$ cat config.mk
export PLATFORM = sky130hd
export DESIGN_NAME = rect_fill_engine
export DESIGN_NICKNAME = d
export VERILOG_FILES = /design/src/rtl/rfe_pkg.sv /design/src/rtl/rfe_fifo.sv /design/src/rtl/rfe_parser.sv /design/src/rtl/rfe_walker.sv /design/src/rtl/rect_fill_engine.sv
export SDC_FILE = /design/constraint.sdc
export NUM_CORES = 1
export LEC_CHECK = 0
export BUFFER_PORTS_ARGS = -buffer_cell sky130_fd_sc_hd__buf_2
export CORE_ASPECT_RATIO = 1.5
export CORE_MARGIN = 10
export CORE_UTILIZATION = 45
export CTS_CLUSTER_DIAMETER = 60
export CTS_CLUSTER_SIZE = 30
export DETAILED_ROUTE_END_ITERATION = 8
export PLACE_DENSITY_LB_ADDON = 0.2
export SLEW_MARGIN = 20
export SYNTH_ARGS = -nofsm -noshare
export SYNTH_HDL_FRONTEND = slang
export SYNTH_SLANG_ARGS = --single-unit
export TNS_END_PERCENT = 50
$ cat constraint.sdc
create_clock -name clk -period 13.8 [get_ports clk]
set_clock_uncertainty 0.2 [all_clocks]
set_input_delay 2.07 -clock clk [delete_from_list [all_inputs] [get_ports clk]]
set_output_delay 2.07 -clock clk [all_outputs]
set_load 0.02 [all_outputs]
$ cat src/rtl/rfe_pkg.sv
package rfe_pkg;
   localparam logic [7:0] OP_RECT_FILL = 8'h86;

   localparam int ST_RETRACE  = 0;
   localparam int ST_BUSY     = 2;
   localparam int ST_EMPTY    = 4;
   localparam int ST_OVERFLOW = 8;
   localparam int ST_FREE_LSB = 16;

   typedef struct packed {
      logic [15:0] x;
      logic [15:0] y;
      logic [15:0] w;
      logic [15:0] h;
   } rect_t;

   typedef enum logic [1:0] {
      PS_CMD  = 2'd0,
      PS_POS  = 2'd1,
      PS_SIZE = 2'd2
   } pstate_e;
endpackage

$ cat src/rtl/rfe_fifo.sv
module rfe_fifo #(
   parameter int W     = 32,
   parameter int DEPTH = 16,
   localparam int AW   = (DEPTH < 2) ? 1 : $clog2(DEPTH),
   localparam int CW   = $clog2(DEPTH + 1)
) (
   input  logic          clk,
   input  logic          rst_n,
   input  logic          push,
   input  logic [W-1:0]  wdata,
   input  logic          pop,
   output logic [W-1:0]  rdata,
   output logic [CW-1:0] count,
   output logic          full,
   output logic          empty
);
   logic [W-1:0]  mem [DEPTH];
   logic [AW-1:0] wr_ptr, rd_ptr, wr_nxt, rd_nxt;
   logic          push_ok, pop_ok;

   if (DEPTH < 2) begin : g_chk_depth
      $error("rfe_fifo: DEPTH must be at least 2");
   end

   if (DEPTH == (1 << AW)) begin : g_pow2
      assign wr_nxt = wr_ptr + AW'(1);
      assign rd_nxt = rd_ptr + AW'(1);
   end else begin : g_wrap
      assign wr_nxt = (wr_ptr == AW'(DEPTH - 1)) ? '0 : wr_ptr + AW'(1);
      assign rd_nxt = (rd_ptr == AW'(DEPTH - 1)) ? '0 : rd_ptr + AW'(1);
   end

   assign full    = (count == CW'(DEPTH));
   assign empty   = (count == '0);
   assign push_ok = push && !full;
   assign pop_ok  = pop && !empty;
   assign rdata   = mem[rd_ptr];

   always_ff @(posedge clk) begin
      if (push_ok) mem[wr_ptr] <= wdata;
   end

   always_ff @(posedge clk) begin
      if (!rst_n) begin
         wr_ptr <= '0;
         rd_ptr <= '0;
         count  <= '0;
      end else begin
         if (push_ok) wr_ptr <= wr_nxt;
         if (pop_ok)  rd_ptr <= rd_nxt;
         case ({push_ok, pop_ok})
            2'b10:   count <= count + CW'(1);
            2'b01:   count <= count - CW'(1);
            default: count <= count;
         endcase
      end
   end
endmodule

$ cat src/rtl/rfe_parser.sv
module rfe_parser
   import rfe_pkg::*;
(
   input  logic        clk,
   input  logic        rst_n,
   input  logic        word_valid,
   input  logic [31:0] word,
   input  logic        walker_idle,
   output logic        pop,
   output logic        launch,
   output rect_t       rect,
   output logic        idle
);
   pstate_e     state;
   logic [15:0] remain;
   logic [31:0] pos_q;

   assign idle = (state == PS_CMD);

   always_comb begin
      pop    = 1'b0;
      launch = 1'b0;
      case (state)
         PS_CMD, PS_POS: pop = word_valid;
         PS_SIZE: begin
            pop    = word_valid && walker_idle;
            launch = word_valid && walker_idle;
         end
         default: pop = 1'b0;
      endcase
      rect.x = pos_q[31:16];
      rect.y = pos_q[15:0];
      rect.h = word[31:16];
      rect.w = word[15:0];
   end

   always_ff @(posedge clk) begin
      if (!rst_n) begin
         state  <= PS_CMD;
         remain <= '0;
         pos_q  <= '0;
      end else begin
         case (state)
            PS_CMD: if (word_valid && word[31:24] == OP_RECT_FILL && word[15:0] != 16'd0) begin
               remain <= word[15:0];
               state  <= PS_POS;
            end
            PS_POS: if (word_valid) begin
               pos_q <= word;
               state <= PS_SIZE;
            end
            PS_SIZE: if (launch) begin
               remain <= remain - 16'd1;
               state  <= (remain == 16'd1) ? PS_CMD : PS_POS;
            end
            default: state <= PS_CMD;
         endcase
      end
   end
endmodule

$ cat src/rtl/rfe_walker.sv
module rfe_walker
   import rfe_pkg::*;
#(
   parameter int CLR_W = 32
) (
   input  logic             clk,
   input  logic             rst_n,
   input  logic             launch,
   input  rect_t            rect,
   input  logic [CLR_W-1:0] color_in,
   input  logic             px_ready,
   output logic             px_valid,
   output logic [15:0]      px_x,
   output logic [15:0]      px_y,
   output logic [CLR_W-1:0] px_color,
   output logic             idle
);
   logic             active;
   rect_t            base;
   logic [15:0]      col, row;
   logic [CLR_W-1:0] color_q;

   assign px_valid = active;
   assign idle     = !active;
   assign px_x     = base.x + col;
   assign px_y     = base.y + row;
   assign px_color = color_q;

   always_ff @(posedge clk) begin
      if (!rst_n) begin
         active  <= 1'b0;
         base    <= '0;
         col     <= '0;
         row     <= '0;
         color_q <= '0;
      end else if (launch && !active) begin
         active  <= (rect.w != 16'd0) && (rect.h != 16'd0);
         base    <= rect;
         col     <= '0;
         row     <= '0;
         color_q <= color_in;
      end else if (active && px_ready) begin
         if (col == base.w - 16'd1) begin
            col <= '0;
            if (row == base.h - 16'd1) active <= 1'b0;
            else                       row    <= row + 16'd1;
         end else begin
            col <= col + 16'd1;
         end
      end
   end
endmodule

$ cat src/rtl/rect_fill_engine.sv
module rect_fill_engine
   import rfe_pkg::*;
#(
   parameter int DEPTH     = 16,
   parameter int CLR_W     = 32,
   parameter int ADDR_W    = 8,
   parameter int CMD_OFS   = 'h00,
   parameter int COLOR_OFS = 'h44,
   localparam int CW       = $clog2(DEPTH + 1)
) (
   input  logic              clk,
   input  logic              rst_n,
   input  logic              bus_wr,
   input  logic              bus_rd,
   input  logic [ADDR_W-1:0] bus_addr,
   input  logic [31:0]       bus_wdata,
   output logic [31:0]       bus_rdata,
   input  logic              retrace_in,
   output logic              px_valid,
   input  logic              px_ready,
   output logic [15:0]       px_x,
   output logic [15:0]       px_y,
   output logic [CLR_W-1:0]  px_color
);
   if (CLR_W < 1 || CLR_W > 32) begin : g_chk_clr
      $error("rect_fill_engine: CLR_W must be 1..32");
   end
   if (DEPTH > 65535) begin : g_chk_depth
      $error("rect_fill_engine: DEPTH must fit the 16-bit free field");
   end

   logic             cmd_sel, clr_sel, push, ovf_q, busy;
   logic             fifo_full, fifo_empty, pop, launch, parser_idle, walker_idle;
   logic [31:0]      head, status;
   logic [CW-1:0]    fifo_cnt;
   logic [CLR_W-1:0] fg_q;
   logic [15:0]      free_slots;
   rect_t            rect;

   assign cmd_sel = (bus_addr == ADDR_W'(CMD_OFS));
   assign clr_sel = (bus_addr == ADDR_W'(COLOR_OFS));
   assign push    = bus_wr && cmd_sel;

   rfe_fifo #(.W(32), .DEPTH(DEPTH)) u_fifo (
      .clk(clk), .rst_n(rst_n), .push(push), .wdata(bus_wdata),
      .pop(pop), .rdata(head), .count(fifo_cnt),
      .full(fifo_full), .empty(fifo_empty)
   );

   rfe_parser u_parser (
      .clk(clk), .rst_n(rst_n), .word_valid(!fifo_empty), .word(head),
      .walker_idle(walker_idle), .pop(pop), .launch(launch),
      .rect(rect), .idle(parser_idle)
   );

   rfe_walker #(.CLR_W(CLR_W)) u_walker (
      .clk(clk), .rst_n(rst_n), .launch(launch), .rect(rect),
      .color_in(fg_q), .px_ready(px_ready), .px_valid(px_valid),
      .px_x(px_x), .px_y(px_y), .px_color(px_color), .idle(walker_idle)
   );

   always_ff @(posedge clk) begin
      if (!rst_n) begin
         fg_q  <= '0;
         ovf_q <= 1'b0;
      end else begin
         if (bus_wr && clr_sel)  fg_q  <= bus_wdata[CLR_W-1:0];
         if (push && fifo_full)  ovf_q <= 1'b1;
      end
   end

   assign busy       = !fifo_empty || !parser_idle || !walker_idle;
   assign free_slots = 16'(DEPTH) - 16'(fifo_cnt);

   always_comb begin
      status                  = '0;
      status[ST_RETRACE]      = retrace_in;
      status[ST_BUSY]         = busy;
      status[ST_EMPTY]        = fifo_empty;
      status[ST_OVERFLOW]     = ovf_q;
      status[ST_FREE_LSB +: 16] = free_slots;
   end

   always_comb begin
      bus_rdata = '0;
      if (bus_rd && cmd_sel)      bus_rdata = status;
      else if (bus_rd && clr_sel) bus_rdata = 32'(fg_q);
   end
endmodule

* Word-level counts from Yosys, hierarchy flattened
Memory sizes are Yosys's and may differ from the RTL's. A register that Yosys moved wholly into a read port is not among the register bits. Index checks and enable logic that the tools add are counted.
Storage, ports and cells: memories kept 1, bits in registers 225, RAM bits 512, word-level logic and storage cells 103, input bits 46
Operators by class: bitwise operators 3, reductions and logical operators 36, add/sub/neg operators 12, eq/ne operators 13, multiplexer cells 22
Memories:
- u_fifo.mem | words 16, width 32, rd ports 1, clocked after memory_dff 1, wr ports 1, RTL line rfe_fifo.sv:17 | logic [W-1:0] mem [DEPTH];
Operators with widths (count):
- $mux 32 | 2
- $mux 16 | 3
- $sub 16x1->16 const B | 3
- $add 16x1->16 const B | 2
- $add 16x16->16 | 2
- $eq 16x16->1 | 2
- $pmux 16 s2 | 1
- $reduce_bool 16->1 | 2
- $eq 16x1->1 const B | 1
- $logic_and 1x1->1 | 13
- $reduce_and 3->1 | 4
- $pmux 5 s2 | 1
- $reduce_bool 2->1 | 5
- $add 4x1->4 const B | 2
- $eq 8x7->1 const B | 1
- $eq 8x8->1 const B | 1
- $logic_not 8->1 | 1
- $mux 1 | 8
- $mux 4 | 2
- $mux 2 | 3
- $pmux 2 s3 | 1
- $sub 5x5->6 const A | 1
- $add 5x1->5 const B | 1
- $eq 5x5->1 const B | 1
- other kinds (13) | 23

* Depth between registers and ports, before layout
depth after elaboration 7, gate-level depth with buffers 17, mapped depth without buffers 15

* Modules after synthesis
Synthesis repeated with hierarchy kept, for this count alone.
Second synthesis, totals: cell total of the unflattened synthesis 2358, area, all modules 32277.2 um^2
Modules (own cells, without submodules):
- rfe_fifo | times used 1, cells an instance 837, seq. area each 15715.1 um^2, area an instance 20229.4 um^2
- rfe_walker | times used 1, cells an instance 952, seq. area each 2582.5 um^2, area an instance 7505.9 um^2
- rfe_parser | times used 1, cells an instance 348, seq. area each 1001.0 um^2, area an instance 2698.8 um^2
- rect_fill_engine | times used 1, cells an instance 221, seq. area each 660.6 um^2, area an instance 1843.0 um^2

* Worst setup path before layout
Ideal clock, no wire load.
kind input port to flip-flop, start input port bus_addr[3], end memory u_fifo.mem[3][0], enable pin, stages on the path 6, arrival time 6.217 ns, required time 13.139 ns, setup time 0.461 ns, slack 6.922 ns, path buffers 0, path through or4_1 nor3_1 nand2_1 nor4_1 nand2_1 nor3_1
On the way: longest elaborated chain between the ends 5
RTL lines:
- start: declaration | RTL line rect_fill_engine.sv:15 | input logic [ADDR_W-1:0] bus_addr,
- $logic_not 8->1 | RTL line rect_fill_engine.sv:40 | assign cmd_sel = (bus_addr == ADDR_W'(CMD_OFS));
- $logic_and 1x1->1 | RTL line rect_fill_engine.sv:42 | assign push = bus_wr && cmd_sel;
- $logic_and 1x1->1 | RTL line rfe_fifo.sv:35 | assign push_ok = push && !full;
- $mux 1 | RTL line rfe_fifo.sv:40 | if (push_ok) mem[wr_ptr] <= wdata;
- $mux 1 (not written as such) | RTL line rfe_fifo.sv:40
- end: declaration | RTL line rfe_fifo.sv:17
No other way between the ends.

* Worst setup path in the final report
start input port bus_addr[3], end output port bus_rdata[24]
On the way: longest elaborated chain between the ends 4
RTL lines:
- $eq 8x7->1 | RTL line rect_fill_engine.sv:41 | assign clr_sel = (bus_addr == ADDR_W'(COLOR_OFS));
- $logic_and 1x1->1 | RTL line rect_fill_engine.sv:87 | else if (bus_rd && clr_sel) bus_rdata = 32'(fg_q);
- $mux 32 | RTL line rect_fill_engine.sv:87
- $mux 32 (*) | RTL line rect_fill_engine.sv:86 | if (bus_rd && cmd_sel) bus_rdata = status;
- end: declaration | RTL line rect_fill_engine.sv:17 | output logic [31:0] bus_rdata,
Every way passes the cells marked *; elsewhere a longest branch is shown, timed or not.

==> out/metrics.cfg <==
[run_status]
status = complete, no violations

[yosys]
yosysTopAreaCell = edfxtp_1
synth.most_common_cell = edfxtp_1
synth_commonest_cells = 512 x edfxtp_1, 393 x nand2_1, 229 x dfxtp_1
syn_nets = 2398
synth_area_leaders = edfxtp_1 50%, dfxtp_1 15%, mux4_2 10%
synthArstFlopShare = 0
synthDistinctLibCells = 70
yosysTopAreaCellShare = 0.4968
yosys_register_bits = 741
synth-edff-count = 512
synth.avg_cell_area_sq_um = 13.45
synthCells = 2301
synth_top_flop_cell = edfxtp_1
synth-seq-area-share = 0.6449
netlist_area_sq_um = 30950
ys_warn_count = 0

[floorplan]
rows = 117
coreArea_sq_um = 68070
die_y_microns = 341.2
initial_utilization = 0.4546
die_w_microns = 234.1
die-area_sq_um = 79880
io_pins = 143

[cts]
clock-root-buffer = clkbuf_16
cts_tree = yes
clk_path_buf_depth = 3
insertion_delay_ps = 630
cts_buffers = 39
postCtsSetupBuffers = 0
cts-resized-gates = 0
cts_hold_buf = 0
clkTransAtPathRegs_ps = 100
cts_sinks = 741
htree_levels = 2

[sta]
relSlewSlack = 0.2561
setup_tns_ps = 0
hold_viol = 0
max_freq_ghz = 0.1329
worst_pin_slew_ps = 1108
period_share = 0.5454
setup_viol = 0
maxSlewViolCount = 0
rsz0062_at_grt = false
min_period_ps = 7527

[cells_and_area]
fill_cells = 5881
fin_area_sq_um = 34160
ff_latch_area_sq_um = 19970
multi_input_area_sq_um = 10530
fin_nets = 2505
areaGrowthSynthToFinish_pct = 10.37
drive_gt1_frac = 0.1784
n_antenna_cell = 0

[route]
vias = 19397
ant_nets = 0
drt_iter0_drc = 1447
routed_wl_mm = 80.28
first_pass_iters = 5
drc_errors = 0
wl_per_cell_microns = 24.10
via_per_inst = 5.823

[place]
place_area_sq_um = 32780
hpwl_mm = 53.63
finalWeightedCongestion = 0.8451
portBuffers = 142

[setup_path]
required_ps = 11530
critPathBufInv = 2
startpoint_type = input port
crit_arrival_ps = 5260
cpMaxStageDelayCell = and3_1
critPathKind = in2out
cp-startpoint = bus_addr[3]
crit_top_cell = buf_2
crit_fanout = 11
critical_path.max_stage_delay_ps = 740
cp_top_family = simple AND/OR/NAND/NOR gates
path_cells = buf_2 > or4_1 > nor3_2 > nand2_1 > nor3_1 > and3_1 > a21o_1 > buf_2
end_kind = output port

[min_path]
hp-class = reg2reg
hold_start = u_parser.pos_q[20]

[grt]
globalRouteOverflowTotal = 0
antenna_found_initial = 5
grt_max_degree = 107
grt_pass1_vias = 19593
grt_pass1_wl_mm = 120.0
track_usage = 0.1978

[pwr]
leakage_nw = 11.54
max-vdd-ir-drop_v = 0.00008802
powerDensity_nw_per_um2 = 140.0
power_mw = 4.783

[job]
cap_violations = 0

[cells by family (layout without fill, tap and decap cells)]
kind of cell               Yosys count  after routing  share of synthesized area
muxes                              147            147                     0.1029
buffers and inverters              156            294                    0.01985
DFF                                741            741                     0.6449
AOI/OAI and AO/OA                  408            408                    0.08248
xor gates and xnor gates            86             86                    0.02482
and+or+nand+nor                    712            712                     0.1036
adders and majority gates           51             51                    0.02135
[per-stage QoR]
stage                     hold WS, ps  setup WS, ps    util  instances
after floorplan                 232.1          6922       -       2301
after global placement          240.2          6050  0.4814       3259
after detailed placement        245.2          6327  0.4816       3259
after CTS                       253.5          6321  0.5017       3331
after global routing            276.6          6057  0.5018       3331
final                           252.6          6273  0.5018       3331
[layout make-up]
cell class	instances	area share
well taps	892	0.03267
multi-input cells	1404	0.3083
clock buffers	42	0.02890
inverters	38	0.004322
repair buffers	184	0.03004
clock inverters	30	0.01121
flip-flops and latches	741	0.5845
[state kept, by name, indices dropped and copies added (netlist names), named ones only]
| register | count |
|---|---|
| u_fifo.wr_ptr | 4 |
| fg_q | 32 |
| u_parser.pos_q | 32 |
| u_fifo.mem | 512 |
| u_walker.row | 16 |
| u_walker.base | 64 |
| u_walker.col | 16 |
| ovf_q | 1 |
| u_fifo.count | 5 |
| u_walker.px_color | 32 |
| u_walker.px_valid | 1 |
| u_parser.remain | 16 |
| u_fifo.rd_ptr | 4 |
| u_parser.state | 2 |
[worst register-to-register path, delay by kind of cell (launching register included)]
| family | cells | cell delay [ps] |
|---|---|---|
| multiplexers | 1 | 630 |
| AO/OA/AOI/OAI | 2 | 700 |
| AND/OR/NAND/NOR | 5 | 1480 |
| flip-flops | 1 | 800 |
| buffers and inverters | 2 | 1500 |
[report_power, final]
part | total [mW] | switching [mW] | internal [mW]
Combinational | 0.944 | 0.534 | 0.409
Clock | 1.39 | 0.794 | 0.596
Sequential | 2.45 | 0.0637 | 2.39
[final timing paths]
check | endpoint | slack [ps] | cells past startpoint
worst min register to register | u_walker.base[52] | 250 | 2
worst min-delay path | u_walker.base[52] | 250 | 2
worst max-delay path | bus_rdata[24] | 6270 | 8
worst max register to register | u_parser.remain[5] | 8380 | 10
[cells in the final DEF (no fill, tap or decap), types with 18 or more instances in the layout]
| cell | Yosys | routed |
|---|---|---|
| a21o_1 | 18 | 18 |
| a21oi_1 | 214 | 214 |
| a22oi_1 | 43 | 43 |
| and2_1 | 26 | 25 |
| buf_2 | 11 | 142 |
| buf_4 | 0 | 42 |
| clkbuf_16 | 0 | 39 |
| dfxtp_1 | 229 | 227 |
| edfxtp_1 | 512 | 512 |
| ha_1 | 48 | 48 |
| inv_1 | 37 | 37 |
| mux4_2 | 137 | 137 |
| nand2_1 | 393 | 392 |
| nand3_1 | 26 | 26 |
| nor2_1 | 106 | 91 |
| nor3_1 | 43 | 37 |
| o21ai_0 | 25 | 25 |
| or3_1 | 23 | 22 |
| xnor2_1 | 49 | 49 |
| xor2_1 | 36 | 36 |
[metal layers]
metal  GRT usage  vias up  share of wire
li1            -     8850              -
met1      0.2377     9824           0.39
met2      0.3481      586           0.51
met3     0.03744      129          0.065
met4     0.06761        8          0.033
met5           0        -        0.00059
(Power assumes the default switching activity.)
